### src/rtl/shared_bus_pkg.sv
package shared_bus_pkg;
  localparam int unsigned SB_PORTS      = 8;
  localparam int unsigned SB_ADDR_W     = 32;
  localparam int unsigned SB_DATA_W     = 32;
  localparam int unsigned SB_REGION_LSB = 28;

  function automatic int unsigned sb_idx_w(input int unsigned n);
    return (n > 1) ? $clog2(n) : 1;
  endfunction
endpackage

### src/rtl/sb_rr_arbiter.sv
module sb_rr_arbiter
  import shared_bus_pkg::*;
#(
  parameter int unsigned N = 8,
  localparam int unsigned IW = sb_idx_w(N)
) (
  input  logic          clk_i,
  input  logic          rst_ni,
  input  logic [N-1:0]  req_i,
  output logic          gnt_vld_o,
  output logic [IW-1:0] gnt_idx_o
);
  logic          vld_q;
  logic [IW-1:0] idx_q;
  logic          keep;
  logic          hi_found, lo_found, found;
  logic [IW-1:0] hi_idx, lo_idx, pick;

  // lowest requester above the pointer wins, else lowest at or below it
  always_comb begin
    hi_found = 1'b0;
    lo_found = 1'b0;
    hi_idx   = '0;
    lo_idx   = '0;
    for (int i = N - 1; i >= 0; i--) begin
      if (req_i[i]) begin
        if (IW'(i) > idx_q) begin
          hi_found = 1'b1;
          hi_idx   = IW'(i);
        end else begin
          lo_found = 1'b1;
          lo_idx   = IW'(i);
        end
      end
    end
    found = hi_found | lo_found;
    pick  = hi_found ? hi_idx : lo_idx;
  end

  assign keep = vld_q & req_i[idx_q];

  always_ff @(posedge clk_i or negedge rst_ni) begin
    if (!rst_ni) begin
      vld_q <= 1'b0;
      idx_q <= IW'(N - 1);
    end else if (!keep) begin
      vld_q <= found;
      if (found) idx_q <= pick;
    end
  end

  assign gnt_vld_o = vld_q;
  assign gnt_idx_o = idx_q;
endmodule

### src/rtl/sb_addr_decoder.sv
module sb_addr_decoder #(
  parameter int unsigned N_SLV = 8,
  parameter int unsigned RW    = 4
) (
  input  logic [RW-1:0]    region_i,
  output logic             hit_o,
  output logic [N_SLV-1:0] sel_o
);
  for (genvar j = 0; j < N_SLV; j++) begin : g_region
    assign sel_o[j] = (region_i == RW'(j));
  end

  assign hit_o = |sel_o;
endmodule

### src/rtl/sb_onehot_mux.sv
module sb_onehot_mux #(
  parameter int unsigned N = 8,
  parameter int unsigned W = 32
) (
  input  logic [N-1:0]   sel_i,
  input  logic [N*W-1:0] data_i,
  output logic [W-1:0]   data_o
);
  always_comb begin
    data_o = '0;
    for (int i = 0; i < N; i++) begin
      if (sel_i[i]) data_o = data_o | data_i[i*W +: W];
    end
  end
endmodule

### src/rtl/shared_bus_ic.sv
module shared_bus_ic
  import shared_bus_pkg::*;
#(
  parameter int unsigned N_MST      = SB_PORTS,
  parameter int unsigned N_SLV      = SB_PORTS,
  parameter int unsigned AW         = SB_ADDR_W,
  parameter int unsigned DW         = SB_DATA_W,
  parameter int unsigned REGION_LSB = SB_REGION_LSB,
  localparam int unsigned SW        = DW / 8
) (
  input  logic              clk_i,
  input  logic              rst_ni,
  input  logic [N_MST-1:0]    m_cyc_i,
  input  logic [N_MST-1:0]    m_stb_i,
  input  logic [N_MST-1:0]    m_we_i,
  input  logic [N_MST*SW-1:0] m_sel_i,
  input  logic [N_MST*AW-1:0] m_adr_i,
  input  logic [N_MST*DW-1:0] m_wdat_i,
  output logic [DW-1:0]       m_rdat_o,
  output logic [N_MST-1:0]    m_ack_o,
  output logic [N_MST-1:0]    m_err_o,
  output logic [AW-1:0]       s_adr_o,
  output logic [DW-1:0]       s_wdat_o,
  output logic                s_we_o,
  output logic [SW-1:0]       s_sel_o,
  output logic [N_SLV-1:0]    s_stb_o,
  input  logic [N_SLV*DW-1:0] s_rdat_i,
  input  logic [N_SLV-1:0]    s_ack_i
);
  localparam int unsigned RW = AW - REGION_LSB;
  localparam int unsigned IW = sb_idx_w(N_MST);
  localparam int unsigned MW = 1 + SW + AW + DW;

  logic                 gnt_vld;
  logic [IW-1:0]        gnt_idx;
  logic [N_MST-1:0]     gnt_oh;
  logic [N_MST*MW-1:0]  m_pack;
  logic [MW-1:0]        cur;
  logic                 cur_req;
  logic                 hit;
  logic [N_SLV-1:0]     dec_oh;
  logic                 sel_ack;
  logic                 err_q;

  sb_rr_arbiter #(.N(N_MST)) u_arb (
    .clk_i     (clk_i),
    .rst_ni    (rst_ni),
    .req_i     (m_cyc_i),
    .gnt_vld_o (gnt_vld),
    .gnt_idx_o (gnt_idx)
  );

  assign gnt_oh = gnt_vld ? ({{(N_MST-1){1'b0}}, 1'b1} << gnt_idx) : '0;

  for (genvar i = 0; i < N_MST; i++) begin : g_pack
    assign m_pack[i*MW +: MW] = {m_we_i[i], m_sel_i[i*SW +: SW],
                                 m_adr_i[i*AW +: AW], m_wdat_i[i*DW +: DW]};
  end

  sb_onehot_mux #(.N(N_MST), .W(MW)) u_fwd_mux (
    .sel_i  (gnt_oh),
    .data_i (m_pack),
    .data_o (cur)
  );

  assign {s_we_o, s_sel_o, s_adr_o, s_wdat_o} = cur;
  assign cur_req = |(gnt_oh & m_cyc_i & m_stb_i);

  sb_addr_decoder #(.N_SLV(N_SLV), .RW(RW)) u_dec (
    .region_i (s_adr_o[AW-1:REGION_LSB]),
    .hit_o    (hit),
    .sel_o    (dec_oh)
  );

  assign s_stb_o = dec_oh & {N_SLV{cur_req}};

  // idle address is zero, so gate the read mux with the award
  sb_onehot_mux #(.N(N_SLV), .W(DW)) u_ret_mux (
    .sel_i  (dec_oh & {N_SLV{gnt_vld}}),
    .data_i (s_rdat_i),
    .data_o (m_rdat_o)
  );

  assign sel_ack = |(s_ack_i & s_stb_o);
  assign m_ack_o = gnt_oh & {N_MST{sel_ack}};

  always_ff @(posedge clk_i or negedge rst_ni) begin
    if (!rst_ni) err_q <= 1'b0;
    else         err_q <= cur_req & ~hit & ~err_q;
  end

  assign m_err_o = gnt_oh & {N_MST{err_q}};
endmodule

### config.mk
export PLATFORM = sky130hd
export DESIGN_NAME = shared_bus_ic
export DESIGN_NICKNAME = d
export VERILOG_FILES = /design/src/rtl/shared_bus_pkg.sv /design/src/rtl/sb_rr_arbiter.sv /design/src/rtl/sb_addr_decoder.sv /design/src/rtl/sb_onehot_mux.sv /design/src/rtl/shared_bus_ic.sv
export SDC_FILE = /design/constraint.sdc
export NUM_CORES = 1
export LEC_CHECK = 0
export BUFFER_PORTS_ARGS = -buffer_cell sky130_fd_sc_hd__buf_2
export CELL_PAD_IN_SITES_DETAIL_PLACEMENT = 0
export CELL_PAD_IN_SITES_GLOBAL_PLACEMENT = 1
export CORE_AREA = 4 4 366 368
export DETAILED_ROUTE_END_ITERATION = 8
export DIE_AREA = 0 0 370 372
export PLACE_DENSITY = 0.33
export SYNTH_ARGS = -nofsm -noshare
export SYNTH_HDL_FRONTEND = slang
export SYNTH_SLANG_ARGS = --single-unit
### constraint.sdc
create_clock -name clk_i -period 10.1 [get_ports clk_i]
set_input_delay 2.525 -clock clk_i [delete_from_list [all_inputs] [get_ports clk_i]]
set_output_delay 2.525 -clock clk_i [all_outputs]
set_load 0.02 [all_outputs]
==> results.cfg, run 1 <==
[finish]
flow.area_growth_from_synthesis_pct = 115
final_cell_mix = buf_2 (958), a22oi_1 (164), mux2i_1 (75)
fillers = 15600
ff_latch_area_um2 = 129
fin_util = 0.0986
drive_gt1_frac = 0.624
final_common_cell = buf_2
multi_input_area_um2 = 5450
nets = 2521
finalInstanceArea_um2 = 12900

[yosys]
syn-num-nets = 1632
ys_ff_latch = 5
syn-cell-area_um2 = 6010
seq_area_frac_synth = 0.0214
syn_avg_cell_area_um2 = 7.53
ys.flop_type = dfstp_2
netlist_instances = 798
synth_edf_count = 0
synthArstFlopShare = 1.00
yosysWarnings = 0
synth_cell_types = 62

[critical_path]
timing.rr.start = u_arb.gnt_vld_o$_DFFE_PN0N_
r2r_slack_ns = 7.08
crit_path_end_kind = output pin
crit_path_max_fanout = 28
critPathArrivalTime_ns = 5.86
cp.required_ns = 7.58
cp-endpoint = m_rdat_o[13]
crit_start = m_adr_i[252]
r2r-end = err_q$_DFF_PN0_
crit_type = in -> out
startpoint_type = primary input
reg2reg_depth = 7

[clocking]
cts_root_buffer = clkbuf_16
cts_resized = 0
path_clk_slew_ns = 0.03
cts_buffers = 3
cts_tree = yes
ctsHoldBuffers = 0
clkSinkCount = 5
insertion_delay_ns = 0.22
post_cts_buffers = 0
cts-htree-levels = 1
cts_buffer_depth = 2

[die]
die_h_um = 372
rows = 133
core-area_um2 = 131000
pin_count = 959
die_area_um2 = 138000
initial_core_util = 0.0459
die_w_um = 370

[global_route]
grt_overflow_total = 0
antenna_found_initial = 35
grt_pass1_vias = 12000
grt_start_max_net_pins = 58
grt_usage = 0.120
grt_pass1_wl_um = 114000

[routing]
post_drt_wl_per_cell_um = 26.2
antenna_left = 0
vias_per_cell = 3.28
num_vias = 11300
firstDrtPassIters = 5
route.detailed.drc = 0
drtIter0Drc = 582
routed_wl_um = 90200

[power_and_ir_drop]
clkPwrFrac = 0.014
swShare = 0.679
vdd_drop_max_mv = 0.142
power_mw = 4.61
switching_power_mw = 3.13
seq_power_share = 0.016
power_density_nw_per_um2 = 357
combPwrFrac = 0.970
total_leakage_power_nw = 5.98
internal_power_mw = 1.48

[placement]
gp_congestion = 0.829
dpl_cell_area_um2 = 12800
dp_slack_ns = 1.58
portBuffers = 958
dpl.hpwl_um = 80200

[sta]
skew_ns = 0.000160
fin_crit_ns = 8.38
hold_viol_final = 0
drv_slew = 0
tightest_slew_ns = 1.02
tns_ns = 0
setup_viol = 0
max_freq_mhz = 119
finalCritPeriodShare = 0.830
slew_headroom = 0.317
rsz0062_at_grt = no
worst_slack_ns = 1.72

[job]
max_cap_violations = 0

[status]
outcome = finished, final reports clean

[hold_path]
hold_class = reg -> reg
[metal layers]
layer / part of all wire / GRT usage / up-vias / wire [um]
met5: 0.0010 / 0 / - / 92
met4: 0.013 / 0.0131 / 16 / 1150
met3: 0.063 / 0.0251 / 72 / 5650
met2: 0.52 / 0.228 / 606 / 47200
met1: 0.40 / 0.142 / 5424 / 36100
li1: - / - / 5192 / -
[critical path, stage by stage]
cell and delay (ns):
buf_2 0.10, mux2i_1 0.13, o22ai_1 0.21, nor2_2 0.17
buf_4 0.22, clkinv_1 0.58, nand2_2 0.87, o22ai_1 0.16
a221oi_2 0.38, o21ai_1 0.25, buf_2 0.24
[area by class of cell]
type                    instances  area share
diodes                          7     0.00136
clock buffers                   4     0.00611
inverters                       5     0.00165
multi-input cells             686       0.423
flip-flops and latches          5     0.00999
well taps                    1755       0.170
repair buffers                986       0.388
[cells by family (layout without fill, tap and decap cells)]
logic type | count (synthesis) | in the layout | synth area share
other cells | 0 | 7 | 0
compound gates | 426 | 426 | 0.569
simple gates | 174 | 174 | 0.166
mux | 86 | 86 | 0.158
flops | 5 | 5 | 0.0214
buf+inv | 107 | 995 | 0.0852
[synth_stat cells (2+ instances only)]
cell type    n  share of area
mux2_2       4         0.0075
mux4_2       5          0.019
inv_1        3         0.0019
a221oi_1    73           0.11
buf_6        4         0.0075
nand3_1     67          0.056
nor2_2       2         0.0021
o21ai_0     11         0.0092
nor4bb_1     2         0.0033
o22ai_1     33          0.034
buf_1        5         0.0031
nor2_1      20          0.012
o21bai_1     2         0.0025
dfrtp_1      2         0.0083
a21oi_1     17          0.014
a211oi_1     2         0.0025
o22a_1       3         0.0044
dfstp_2      3          0.013
and2_1      13          0.014
buf_2       14          0.012
a21o_1       2         0.0025
buf_8        2         0.0050
a32o_1       4         0.0067
nor4_1       2         0.0021
and4b_1      3         0.0050
nor3b_1      2         0.0025
o21ai_2      8          0.012
a22oi_1    164           0.20
a22o_1      68          0.099
nand2_1     15         0.0094
nor3_1       7         0.0058
nor2b_1     14          0.015
o221ai_1     3         0.0044
buf_4       10          0.012
or3_1        3         0.0031
clkbuf_1    67          0.042
and4_1       2         0.0029
nand3b_1     3         0.0037
a221oi_2    20          0.050
o21ai_1     12          0.010
mux2i_1     75           0.12
nand2b_1     7         0.0073
[worst min path at each step]
stage	slack, ns	start	cells past startpoint	end
after detailed placement	0.98	err_q$_DFF_PN0_	1	err_q$_DFF_PN0_
after floorplan	0.49	err_q$_DFF_PN0_	1	err_q$_DFF_PN0_
after global placement	0.99	err_q$_DFF_PN0_	1	err_q$_DFF_PN0_
after CTS	0.99	err_q$_DFF_PN0_	1	err_q$_DFF_PN0_
after global routing	1.02	err_q$_DFF_PN0_	1	err_q$_DFF_PN0_
final	0.95	err_q$_DFF_PN0_	1	err_q$_DFF_PN0_
[flip-flops by register name, indices dropped and copies added (netlist names)]
| signal | count |
|---|---|
| u_arb.gnt_vld_o | 1 |
| u_arb.gnt_idx_o | 3 |
| err_q | 1 |
[stage by stage]
step                      cells  hold WS (ns)
after global routing       3443          1.02
after floorplan             798         0.495
after detailed placement   3437         0.983
after global placement     3437         0.989
after CTS                  3441         0.985
final                      3448         0.950
[power by group through the flow]
| stage | combinational, mW | sequential [mW] | clock (mW) |
|---|---|---|---|
| 2_1_floorplan | 2.55 | 0.0420 | 0 |
| 4_1_cts | 4.64 | 0.0751 | 0.0660 |
| 3_5_place_dp | 4.63 | 0.0752 | 0 |
| 3_3_place_gp | 4.65 | 0.0756 | 0 |
| 5_1_grt | 4.81 | 0.0760 | 0.0675 |
| 6_report | 4.47 | 0.0722 | 0.0648 |
No activity file was read; power rests on OpenSTA's default activity.
==> run 2, diff against run 1 <==
- CORE_AREA: 4 4 366 368 -> 4 4 367 369
- DIE_AREA: 0 0 370 372 -> 0 0 371 373
- PLACE_DENSITY: 0.33 -> 0.34
- clock period: 10.1 -> 7.2 ns (I/O delays scaled with it)
==> results.cfg, run 2 (synthesis results as in run 1) <==
[status]
outcome = finished, final reports clean

[finish]
flow.area_growth_from_synthesis_pct = 116
final_cell_mix = buf_2 (958), a22oi_1 (164), mux2i_1 (75)
largest_reg_flops = 3
nets = 2525
drive_gt1_frac = 0.625
final_common_cell = buf_2

[routing]
post_drt_wl_per_cell_um = 27.6
route.detailed.drc = 0
antenna_left = 0
routed_wl_um = 95500
firstDrtPassIters = 5
vias_per_cell = 3.38
drtIter0Drc = 717
num_vias = 11700

[clocking]
path_clk_slew_ns = 0.03
cts_resized = 0
clkSinkCount = 5
cts-htree-levels = 1
ctsHoldBuffers = 0
cts_root_buffer = clkbuf_16
cts_buffer_depth = 2
cts_buffers = 3
cts_tree = yes
post_cts_buffers = 0
insertion_delay_ns = 0.23

[critical_path]
critPathMaxStageDelay_ns = 0.57
critPathArrivalTime_ns = 4.55
timing.rr.start = u_arb.gnt_idx_o[1]$_DFFE_PN1P_
critPathMostFrequentCell = buf_2
crit_path_max_fanout = 22
r2r-end = err_q$_DFF_PN0_
cp.required_ns = 5.40
cp_cell_sequence = buf_2 -> mux4_2 -> mux2_4 -> nand2_8 -> inv_4 -> nor2_2 -> and4_2 -> buf_12 -> a22oi_1 -> o21ai_0 -> buf_2
crit_path_end_kind = output pin
crit_type = in -> out
critPathSlowestCell = and4_2
r2r_slack_ns = 4.08
startpoint_type = primary input
reg2reg_depth = 5

[power_and_ir_drop]
power_density_nw_per_um2 = 511
clkPwrFrac = 0.014
vdd_drop_max_mv = 0.208
switching_power_mw = 4.51
combPwrFrac = 0.960
total_leakage_power_nw = 6.02
internal_power_mw = 2.13
seq_power_share = 0.026
swShare = 0.679

[global_route]
grt_util_met1 = 0.139
use_met2 = 0.261
met3_usage = 0.0278
grt_usage = 0.130
grt_start_max_net_pins = 68
grt_pass1_wl_um = 121000
antenna_found_initial = 52
grt_overflow_total = 0
grt_pass1_vias = 12300
busiest_layer = met2

[placement]
portBuffers = 958
gp_congestion = 0.844
dp_slack_ns = 0.813
dpl.hpwl_um = 84500

[sta]
hold_viol_final = 0
tns_ns = 0
skew_ns = 0.00218
drv_slew = 0
fin_crit_ns = 6.35
worst_slack_ns = 0.851
max_freq_mhz = 157
rsz0062_at_grt = no
slew_headroom = 0.268
finalCritPeriodShare = 0.882
setup_viol = 0
tightest_slew_ns = 1.10

[die]
pin_count = 959
rows = 133
die_area_um2 = 138000
die_h_um = 373
core-area_um2 = 131000
initial_core_util = 0.0458
die_w_um = 371

[job]
max_cap_violations = 0

[hold_path]
whs_path_depth = 1
worstHoldStart = err_q$_DFF_PN0_
min_to = err_q$_DFF_PN0_
hold_class = reg -> reg
## run 2: critical path, delay by kind of cell
kind            cells  cell delay, ns
simple gates        3            1.05
buf+inv             4            0.69
compound gates      2            0.20
mux                 2            0.76
## run 2: metal layers
metal  wire length (um)  vias up
met1              34900     5666
met2              52700      657
met3               6010      124
met5                 41        -
li1                   -     5210
met4               1840        6
## run 2: area by class of cell
| type | instances | area [um^2] |
|---|---|---|
| clock buffers | 4 | 78.8 |
| fillers | 15600 | 118000 |
| inverters | 5 | 21.3 |
| diodes | 9 | 22.5 |
| repair buffers | 990 | 5100 |
| flip-flops and latches | 5 | 129 |
| well taps | 1755 | 2200 |
| multi-input cells | 686 | 5450 |
## run 2: worst max path at each step
stage / to / slack (ns) / startpoint / depth (start not counted)
2_1_floorplan: m_rdat_o[0] / 1.56 / m_adr_i[221] / 8
3_3_place_gp: m_rdat_o[2] / 0.84 / m_adr_i[157] / 11
3_5_place_dp: m_rdat_o[2] / 0.81 / m_adr_i[157] / 11
4_1_cts: m_rdat_o[2] / 0.81 / m_adr_i[157] / 11
5_1_grt: m_rdat_o[1] / 0.70 / m_adr_i[188] / 10
6_report: m_rdat_o[2] / 0.85 / m_adr_i[157] / 11
## run 2: through the flow
step / total power [mW] / std cells / hold slack (ns) / instance area, um^2 / util
after floorplan: 3.63 / 798 / 0.495 / 6010 / -
after global placement: 6.83 / 3441 / 0.830 / 12900 / 0.0983
after detailed placement: 6.83 / 3441 / 0.819 / 12900 / 0.0983
after CTS: 6.94 / 3445 / 0.824 / 13000 / 0.0989
after global routing: 7.13 / 3448 / 0.827 / 13000 / 0.0990
final: 6.64 / 3454 / 0.808 / 13000 / 0.0991
## run 2: power groups by stage
stage | registers [mW] | clock network [mW] | logic (mW)
finish | 0.175 | 0.0906 | 6.37
global route | 0.184 | 0.0969 | 6.85
CTS | 0.175 | 0.0922 | 6.67
detailed placement | 0.176 | 0 | 6.65
global placement | 0.177 | 0 | 6.65
floorplan | 0.0589 | 0 | 3.57
==> run 3, diff against run 2 <==
- CORE_AREA: 4 4 367 369 -> 2 2 376 378
- DIE_AREA: 0 0 371 373 -> 0 0 378 380
- PLACE_DENSITY: 0.34 -> 0.33
==> results.cfg, run 3 (synthesis results as in run 1) <==
[critical_path]
reg2reg_depth = 6
crit_path_end_kind = output pin
critPathSlowestCell = mux4_2
critPathMostFrequentCell = buf_2
critPathMaxStageDelay_ns = 0.46
crit_path_max_fanout = 16
crit_start = m_adr_i[93]
cp-endpoint = m_rdat_o[8]
crit_family = simple AND/OR/NAND/NOR gates
timing.rr.start = u_arb.gnt_idx_o[0]$_DFFE_PN1P_
cp_cell_sequence = buf_2 -> mux4_2 -> mux2_4 -> nand2_8 -> inv_4 -> nor2_2 -> and4_2 -> buf_4 -> a22oi_1 -> o21ai_1 -> buf_2
cp.depth = 11
crit_type = in -> out
crit_buf_inv = 4
critPathArrivalTime_ns = 4.59
r2r-end = err_q$_DFF_PN0_
startpoint_type = primary input
r2r_slack_ns = 4.12
cp.required_ns = 5.40

[global_route]
grt_overflow_total = 0
grt_pass1_wl_um = 116000
grt_usage = 0.119
grt_pass1_vias = 12300
antenna_found_initial = 43
grt_start_max_net_pins = 68

[finish]
finalInstanceArea_um2 = 13100
flow.area_growth_from_synthesis_pct = 118
final_common_cell = buf_2
nets = 2525
final_cell_mix = buf_2 (958), a22oi_1 (164), mux2i_1 (75)
largest_reg_flops = 3
drive_gt1_frac = 0.625
fillers = 16600

[clocking]
insertion_delay_ns = 0.23
post_cts_buffers = 0
path_clk_slew_ns = 0.03
cts-htree-levels = 1
cts_buffers = 3
clkSinkCount = 5
cts_root_buffer = clkbuf_16
cts_resized = 0
ctsHoldBuffers = 0
cts_tree = yes
cts_buffer_depth = 2

[sta]
setup_viol = 0
slew_headroom = 0.285
skew_ns = 0.000701
drv_slew = 0
hold_viol_final = 0
rsz0062_at_grt = no
max_freq_mhz = 156
tns_ns = 0
finalCritPeriodShare = 0.888
fin_crit_ns = 6.39
tightest_slew_ns = 1.07

[routing]
antenna_left = 0
routed_wl_um = 91800
vias_per_cell = 3.25
dr.max_layer_used = met5
firstDrtPassIters = 5
route.met3.wl_um = 5190
post_drt_wl_per_cell_um = 25.7
route.detailed.drc = 0
drtIter0Drc = 633
wl_met2_um = 49400
wl_met1_um = 35400
num_vias = 11600

[power_and_ir_drop]
total_leakage_power_nw = 6.02
vdd_drop_max_mv = 0.220
power_density_nw_per_um2 = 505

[placement]
dpl.hpwl_um = 80800
dpl_cell_area_um2 = 13000
gp_congestion = 0.836
portBuffers = 958

[die]
rows = 137
die_h_um = 380
die_w_um = 378
pin_count = 959
die_area_um2 = 144000
initial_core_util = 0.0432
core-area_um2 = 139000

[hold_path]
whs_path_depth = 1
hold_class = reg -> reg

[job]
max_cap_violations = 0

[status]
outcome = finished, final reports clean
[run 3: cell count changes in the layout (fill, tap and decap cells not counted)]
cell	change
diode_2	-3
buf_12	-1
buf_4	+1
[run 3: worst min-delay path by stage]
stage	startpoint	end	slack, ns
4_1_cts	err_q$_DFF_PN0_	err_q$_DFF_PN0_	0.68
3_5_place_dp	err_q$_DFF_PN0_	err_q$_DFF_PN0_	0.68
2_1_floorplan	err_q$_DFF_PN0_	err_q$_DFF_PN0_	0.49
6_report	err_q$_DFF_PN0_	err_q$_DFF_PN0_	0.64
5_1_grt	err_q$_DFF_PN0_	err_q$_DFF_PN0_	0.73
3_3_place_gp	err_q$_DFF_PN0_	err_q$_DFF_PN0_	0.66
[run 3: metal layers]
layer,GRT usage,vias to the layer above
li1,-,5204
met1,0.134,5648
met2,0.237,658
met3,0.0182,104
met4,0.0143,8
met5,0,-
[run 3: per-stage QoR]
stage	hold slack, ns	instances	utilization	setup WS, ns	power [mW]
6_report	0.642	3572	0.0943	0.808	6.63
5_1_grt	0.728	3569	0.0943	0.692	7.11
4_1_cts	0.679	3566	0.0942	0.644	6.88
3_5_place_dp	0.678	3562	0.0936	0.652	6.77
3_3_place_gp	0.663	3562	0.0936	0.676	6.81
2_1_floorplan	0.495	798	-	1.56	3.63
[run 3: cell type report]
type                    instances  area, um^2  area share
flip-flops and latches          5         129     0.00982
well taps                    1876        2350       0.179
repair buffers                990        5080       0.387
clock buffers                   4        78.8     0.00600
inverters                       5        21.3     0.00162
multi-input cells             686        5450       0.415
diodes                          6        15.0     0.00114
[run 3: report_power, final]
part           switching (mW)  internal, mW  total, mW
logic                    4.40          2.01       6.41
registers              0.0848        0.0496      0.134
clock network          0.0172        0.0733     0.0904
